$ cat config.mk
export PLATFORM = sky130hd
export DESIGN_NAME = ccr_regbank
export DESIGN_NICKNAME = d
export VERILOG_FILES = /design/src/rtl/ccr_pkg.sv /design/src/rtl/ccr_bus_decode.sv /design/src/rtl/ccr_reg_slots.sv /design/src/rtl/ccr_irq_flags.sv /design/src/rtl/ccr_regbank.sv
export SDC_FILE = /design/constraint.sdc
export NUM_CORES = 2
export LEC_CHECK = 0
export BUFFER_PORTS_ARGS = -buffer_cell sky130_fd_sc_hd__buf_2
export CAP_MARGIN = 20
export CORE_ASPECT_RATIO = 0.5
export CORE_UTILIZATION = 40
export DETAILED_ROUTE_END_ITERATION = 10
export SETUP_SLACK_MARGIN = 0.5
export SLEW_MARGIN = 20
export SYNTH_ARGS = -nofsm -noshare
export SYNTH_HDL_FRONTEND = slang
export SYNTH_HIERARCHICAL = 1
export SYNTH_SLANG_ARGS = --single-unit
$ cat constraint.sdc
create_clock -name clk -period 3.65 [get_ports clk]
set_input_delay 0.365 -clock clk [delete_from_list [all_inputs] [get_ports clk]]
set_output_delay 0.365 -clock clk [all_outputs]
set_load 0.02 [all_outputs]
$ cat src/rtl/ccr_pkg.sv
package ccr_pkg;

    localparam int REG_W    = 32;
    localparam int NUM_REGS = 30;
    localparam int IDX_W    = $clog2(NUM_REGS);

    // word indices whose behaviour is special
    localparam int IDX_OSC    = 0;
    localparam int IDX_CAL    = 1;
    localparam int IDX_CFG    = 2;
    localparam int IDX_FLAG   = 7;
    localparam int IDX_CLR    = 8;
    localparam int IDX_EN6    = 20;
    localparam int IDX_BKP    = 28;
    localparam int IDX_STAT   = 29;

    localparam logic [REG_W-1:0] OSC_RO_MASK  = 32'h0A020402;
    localparam logic [REG_W-1:0] OSC_SET_MASK = 32'h00080000;
    localparam logic [REG_W-1:0] CAL_RO_MASK  = 32'h000000FF;
    localparam logic [REG_W-1:0] CFG_RO_MASK  = 32'h0000000C;
    localparam logic [REG_W-1:0] BKP_RO_MASK  = 32'h00000842;
    localparam logic [REG_W-1:0] STAT_RO_MASK = 32'hFF000002;
    localparam logic [REG_W-1:0] EN6_SET_MASK = 32'h00000001;

    typedef struct packed {
        logic             rd;
        logic             wr;
        logic [IDX_W-1:0] idx;
    } access_t;

    function automatic logic [REG_W-1:0] reset_value(input int idx);
        logic [REG_W-1:0] v;
        case (idx)
            0:       v = 32'h00000063;
            1:       v = 32'h106E0082;
            3, 4, 5: v = 32'h00001000;
            15:      v = 32'h00000100;
            21:      v = 32'h00011303;
            22:      v = 32'h000532FF;
            23:      v = 32'h00000101;
            24:      v = 32'hF2FECA3F;
            25:      v = 32'h00000025;
            26:      v = 32'h01677C01;
            29:      v = 32'h0C000600;
            default: v = '0;
        endcase
        return v;
    endfunction

    function automatic logic [REG_W-1:0] ro_mask(input int idx);
        logic [REG_W-1:0] m;
        case (idx)
            IDX_OSC:  m = OSC_RO_MASK;
            IDX_CAL:  m = CAL_RO_MASK;
            IDX_CFG:  m = CFG_RO_MASK;
            IDX_BKP:  m = BKP_RO_MASK;
            IDX_STAT: m = STAT_RO_MASK;
            default:  m = '0;
        endcase
        return m;
    endfunction

    function automatic logic [REG_W-1:0] set_mask(input int idx);
        logic [REG_W-1:0] m;
        case (idx)
            IDX_OSC: m = OSC_SET_MASK;
            IDX_EN6: m = EN6_SET_MASK;
            default: m = '0;
        endcase
        return m;
    endfunction

    // held bits (read-only or set-only) keep the old value; the rest follow the write
    function automatic logic [REG_W-1:0] merge_write(
        input logic [REG_W-1:0] old_v,
        input logic [REG_W-1:0] wdata,
        input logic [REG_W-1:0] ro,
        input logic [REG_W-1:0] so
    );
        return (old_v & (ro | so)) | (wdata & ~ro);
    endfunction

endpackage

$ cat src/rtl/ccr_bus_decode.sv
module ccr_bus_decode
    import ccr_pkg::*;
#(
    parameter int ADDR_W = 10
) (
    input  logic              bus_valid,
    input  logic              bus_write,
    input  logic [ADDR_W-1:0] bus_addr,
    output access_t           acc,
    output logic              rd_req
);
    localparam int WORD_W = ADDR_W - 2;

    logic [WORD_W-1:0] word;
    logic              aligned;
    logic              in_map;

    always_comb begin
        word    = bus_addr[ADDR_W-1:2];
        aligned = (bus_addr[1:0] == 2'b00);
        in_map  = (int'(word) < NUM_REGS);
        rd_req  = bus_valid && !bus_write;
        acc.rd  = rd_req && aligned && in_map;
        acc.wr  = bus_valid && bus_write && aligned && in_map;
        acc.idx = in_map ? IDX_W'(word) : '0;
    end
endmodule

$ cat src/rtl/ccr_reg_slots.sv
module ccr_reg_slots
    import ccr_pkg::*;
(
    input  logic                           clk,
    input  logic                           rst,
    input  access_t                        acc,
    input  logic [REG_W-1:0]               wdata,
    output logic [NUM_REGS-1:0][REG_W-1:0] slot_q
);
    for (genvar i = 0; i < NUM_REGS; i++) begin : g_slot
        if (i == IDX_FLAG || i == IDX_CLR) begin : g_none
            assign slot_q[i] = '0;
        end else begin : g_reg
            localparam logic [REG_W-1:0] RST_V = reset_value(i);
            localparam logic [REG_W-1:0] RO_M  = ro_mask(i);
            localparam logic [REG_W-1:0] SO_M  = set_mask(i);
            logic [REG_W-1:0] q;
            always_ff @(posedge clk) begin
                if (rst) begin
                    q <= RST_V;
                end else if (acc.wr && int'(acc.idx) == i) begin
                    q <= merge_write(q, wdata, RO_M, SO_M);
                end
            end
            assign slot_q[i] = q;
        end
    end
endmodule

$ cat src/rtl/ccr_irq_flags.sv
module ccr_irq_flags
    import ccr_pkg::*;
#(
    parameter logic [REG_W-1:0] IRQ_SRC_MASK = 32'h000007FF
) (
    input  logic             clk,
    input  logic             rst,
    input  logic             clr_wr,
    input  logic [REG_W-1:0] clr_bits,
    input  logic [REG_W-1:0] set_bits,
    output logic [REG_W-1:0] flags_q,
    output logic             irq
);
    logic [REG_W-1:0] clr_eff;

    always_comb clr_eff = clr_wr ? clr_bits : '0;

    always_ff @(posedge clk) begin
        if (rst) flags_q <= '0;
        else     flags_q <= (flags_q & ~clr_eff) | set_bits;
    end

    always_comb irq = |(flags_q & IRQ_SRC_MASK);
endmodule

$ cat src/rtl/ccr_regbank.sv
module ccr_regbank
    import ccr_pkg::*;
#(
    parameter int               ADDR_W       = 10,
    parameter logic [31:0]      IRQ_SRC_MASK = 32'h000007FF
) (
    input  logic              clk,
    input  logic              rst,
    input  logic              bus_valid,
    input  logic              bus_write,
    input  logic [ADDR_W-1:0] bus_addr,
    input  logic [31:0]       bus_wdata,
    output logic [31:0]       bus_rdata,
    output logic              bus_rvalid,
    input  logic [31:0]       flag_set,
    output logic              irq
);
    access_t                        acc;
    logic                           rd_req;
    logic [NUM_REGS-1:0][REG_W-1:0] slot_q;
    logic [REG_W-1:0]               flags_q;
    logic [REG_W-1:0]               rd_mux;
    logic                           clr_wr;

    ccr_bus_decode #(.ADDR_W(ADDR_W)) u_dec (
        .bus_valid (bus_valid),
        .bus_write (bus_write),
        .bus_addr  (bus_addr),
        .acc       (acc),
        .rd_req    (rd_req)
    );

    ccr_reg_slots u_slots (
        .clk    (clk),
        .rst    (rst),
        .acc    (acc),
        .wdata  (bus_wdata),
        .slot_q (slot_q)
    );

    always_comb clr_wr = acc.wr && int'(acc.idx) == IDX_CLR;

    ccr_irq_flags #(.IRQ_SRC_MASK(IRQ_SRC_MASK)) u_flags (
        .clk      (clk),
        .rst      (rst),
        .clr_wr   (clr_wr),
        .clr_bits (bus_wdata),
        .set_bits (flag_set),
        .flags_q  (flags_q),
        .irq      (irq)
    );

    always_comb begin
        rd_mux = '0;
        if (acc.rd) begin
            if (int'(acc.idx) == IDX_FLAG) rd_mux = flags_q;
            else                           rd_mux = slot_q[acc.idx];
        end
    end

    always_ff @(posedge clk) begin
        if (rst) begin
            bus_rdata  <= '0;
            bus_rvalid <= 1'b0;
        end else begin
            bus_rdata  <= rd_mux;
            bus_rvalid <= rd_req;
        end
    end
endmodule

After elaboration in Yosys (flattened, before gate mapping)
Index checks and enable logic that the tools add are counted.
Word-level totals
  bits in registers: 961
  input bits: 78
Cells by class
  magnitude comparators: 2
  eq/ne operators: 29
  multiplexer cells: 5
  bitwise gates (word level): 10
  reduce and logical (&&, ||, !) cells: 40
Operators with widths (number)
  $bmux 32 s5: 1
  $mux 32: 3
  $eq 5x5->1 const B: 16
  $eq 5x4->1 const B: 8
  $logic_and 1x1->1: 35
  $and 32x32->32: 1
  $not 32->32: 1
  $or 1x32->32: 1
  $or 12x32->32: 1
  $or 28x32->32: 1
  $or 32x24->32: 1
  $or 32x32->32: 1
  $or 4x32->32: 1
  $or 8x32->32: 1
  $eq 5x3->1 const B: 4
  $reduce_or 11->1: 1
  $lt 8x5->1 const B: 1
  $lt 5x6->1 const B: 1
  $eq 5x2->1 const B: 1
  $logic_not 5->1: 1
  $mux 5: 1
  $logic_not 2->1: 1
  $reduce_or 2->1: 1
  $logic_not 1->1: 1
  $not 1->1: 1

Logic depth before layout (Yosys ltp)
  depth after elaboration: 8
  mapped depth: 12
  depth with buffers taken out: 7

Cells and area by module
Netlist, hierarchy kept.
By module, submodules not included
  ccr_reg_slots: times used 1, cells each 3083, area each 34132.7 um^2
  ccr_regbank: times used 1, cells each 805, area each 8624.5 um^2
  ccr_irq_flags: times used 1, cells each 106, area each 1343.8 um^2
  ccr_bus_decode: times used 1, cells each 14, area each 128.9 um^2

Worst setup path before layout
No wires, ideal clock.
  path kind: input -> register
  from: input port bus_addr[9]
  to: register bus_rdata[0]
  data arrival time: 3.241 ns
  slack: 0.292 ns
  cell stages on the path: 9
  path buffers: 3
  cell sequence: or3_4 > buf_6 > nor3b_1 > buf_4 > clkbuf_1 > mux4_2 > a211oi_1 > nand2_1 > a32o_1
RTL lines
  start: declaration: line ccr_regbank.sv:11  | input logic [ADDR_W-1:0] bus_addr,
  end signal: assignment: line ccr_regbank.sv:66  | bus_rdata <= rd_mux;
  end: declaration: line ccr_regbank.sv:13  | output logic [31:0] bus_rdata,

==> summary.txt <==
Timing
  – Max-Slew Margin vs Limit: roughly a quarter
  – Fraction of the cycle the final worst path needs: 74.31%
  – Number of failing hold endpoints at the final stage: 0
  – Setup_tns: 0 ns
  – Count of pins over their slew limit: 0
  – Slew at the pin closest to its max-slew limit: around 1.1 ns
  – RSZ-0062 raised after global routing: no
  – Worst hold margin: 0.04099 ns
  – Clock Skews: 0.02415 ns
  – Time the worst path needs with I/O delays and setup: roughly 2.7 ns
  – FMAX: 368.7 MHz
  – Setup-failing EPs final: 0

Route
  – Starting DRC count in detailed routing: 2489
  – Remaining antenna violation count: 0
  – Final Routed Wirelength: 139200 µm
  – Number of detailed-routing iterations run before antenna repair: 5
  – Number of DRC violations after detailed routing: 0
  – Detail-routed net length per standard cell: 24.95 µm
  – Vias/cell: 5.443
  – Count of vias placed by the detailed router: between 30000 and 40000

Hold path
  – Worst Hold Class: in2reg

Clock network
  – Number of clock sinks: around 930
  – Clock latency on the worst-skew pair: slightly below 0.7 ns
  – Worst-path clk slew: 0.07 ns
  – CTS tree: yes
  – Clock buffers created by TritonCTS: 89
  – Max Buffers Root-to-Sink: 3
  – Quantity of gates resized following cts: 0
  – Post-CTS setup buffers: 0
  – Clock Tree Root: clkbuf_16
  – Count of hold-fix buffers inserted at cts: 39
  – Number of H-tree levels: 3

Synth
  – Synthesis Warnings: 6
  – Synthesized area per cell: 11.04 µm²
  – Combined area of all synthesized cells: 44210 µm²
  – Number of cells produced by synthesis: ~4000

Critical path
  – Endpoint arrival time on the critical path: 3.24 ns
  – Critical Path Slowest Stage Cell: a211oi_1
  – Crit-path max FO: 19
  – Path type of the worst setup path: in2reg
  – Crit-path leading delay family: compound AO/OA/AOI/OAI gates
  – Crit path launch type: input pin
  – Most frequent CP cell: a211oi_1
  – Endpoint class of the critical path: register
  – Critical path cell sequence: buf_2, or3_4, nor3b_2, buf_4, nor2b_4, a31o_2, a211oi_1, a211oi_1
  – WP data required: approximately 4.2 ns
  – Sum of buffers and inverters on the critical path: 2
  – Largest stage delay on the critical path: between 0.5 and 0.6 ns

Floorplan
  – Total Die Area: 112000 µm²
  – Die extent in y: about 240 µm
  – Core box area: 108600 µm²
  – Effective utilization at floorplan: 40.72%
  – Count of pins on the block boundary: 112
  – DIE WIDTH: 472.2 µm
  – Site row count: 85

Finish
  – Final core area utilization: a little under half
  – Area delta synth->final: 12.73%
  – Diode count: 0
  – Number of fill cells in the layout: 9901
  – Number of nets in the finished design: 4109
  – Share of cells above drive strength 1: 16.44%

Global route
  – Combined global-route utilization of all metal layers: 24.50%
  – Maximum number of pins on one net before global-route repair: 180
  – Vias in the first global route: 30270
  – Leftover overflow at the end of global routing: 0
  – First-pass GRT wire length: 204800 µm
  – Initial antenna violation count: 2

Flow run
  – Number of violations of the max-capacitance limit: 0

Placement
  – HPWL after detailed placement: 87260 µm
  – Weighted congestion at the end of routability-driven global placement: 0.8418
  – PortBufs: 111

Power and ir drop
  – Max IR drop VDD: 0.3284 mV
  – Total power per unit cell area: 423.8 nW/µm²
  – Leakage Power: 22.62 nW

Status
  – Status: finished clean
[flip-flops by register name, indices dropped and copies added, names as in the netlist]
name	count
u_flags/flags_q	32
u_slots/g_slot.g_reg.q	869
bus_rvalid	1
bus_rdata	32
[power breakdown]
| part | switching [W] | internal [W] |
|---|---|---|
| Clock | 0.00414 | 0.00568 |
| Sequential | 0.0000295 | 0.0102 |
| Combinational | 0.000611 | 0.000451 |
[layer usage]
metal | track usage [%] | up-vias | part of all wire (%)
met4 | 6.189 | 2 | 2.5
met5 | 0 | - | 0.0093
met2 | 37.07 | 852 | 44
met3 | 3.840 | 209 | 5.5
li1 | - | 13800 | -
met1 | 36.07 | 15510 | 48
[tightest hold or removal path: cells and delay by family]
family / cells / cell delay (ns)
muxes: 1 / 0.12
buffers and inverters: 1 / 0.10
and+or+nand+nor: 1 / 0.09
[worst paths after layout]
path | cells past startpoint | end | slack [ns] | from
worst max-delay path | 8 | bus_rdata[3] | 0.94 | bus_addr[9]
worst min-delay path | 3 | u_slots/g_slot[24].g_reg.q[18] | 0.04 | bus_wdata[18]
worst max register to register | 5 | bus_rdata[19] | 1.97 | u_slots/g_slot[6].g_reg.q[19]
worst min register to register | 2 | u_slots/g_slot[3].g_reg.q[24] | 0.47 | u_slots/g_slot[3].g_reg.q[24]
[placed cells by master (no fill, tap or decap), types with 4 or more instances in the layout]
cell              n
a32o_1           16
clkbuf_8         17
mux4_2          158
nand2b_1        823
nor3_1            8
clkbuf_16        92
mux2_2           17
conb_1           89
a21boi_0          4
a21boi_2         20
buf_4           115
a22oi_1          32
clkbuf_1         24
a21oi_1          35
nand2_1          19
o21ai_0          47
buf_12           61
a2111oi_0         9
dfxtp_1         934
and2_1            6
bufinv_16        10
nand2b_2          4
nand3b_1         19
nand2_2          23
a21boi_1         10
dlygate4sd3_1    39
nor2b_1           4
nand2_4           4
o21ba_1          30
mux2i_1        1025
nor2_1          141
o22ai_1          42
a211oi_1         50
buf_2           110
clkinv_2         13
[area by class of cell]
class / count / area [µm²] / area share (%)
clock buffers: 133 / 2626 / 5.269
repair buffers: 326 / 3040 / 6.100
multi-input cells: 2680 / 23220 / 46.59
clock inverters: 27 / 405.4 / 0.8134
flip-flops and latches: 934 / 18700 / 37.51
well taps: 1479 / 1851 / 3.713
[metrics by stage]
step,total power (W),setup slack [ns],cells,instance area [µm²]
after detailed placement,0.01149,0.3038,5380,46410
after floorplan,0.01121,0.5971,4093,44560
after global placement,0.01148,0.3245,5380,46410
final,0.02112,0.9375,5579,49840
after global routing,0.02176,0.9104,5579,49840
after CTS,0.02126,1.011,5579,49830
No activity file was read; power rests on OpenSTA's default activity.
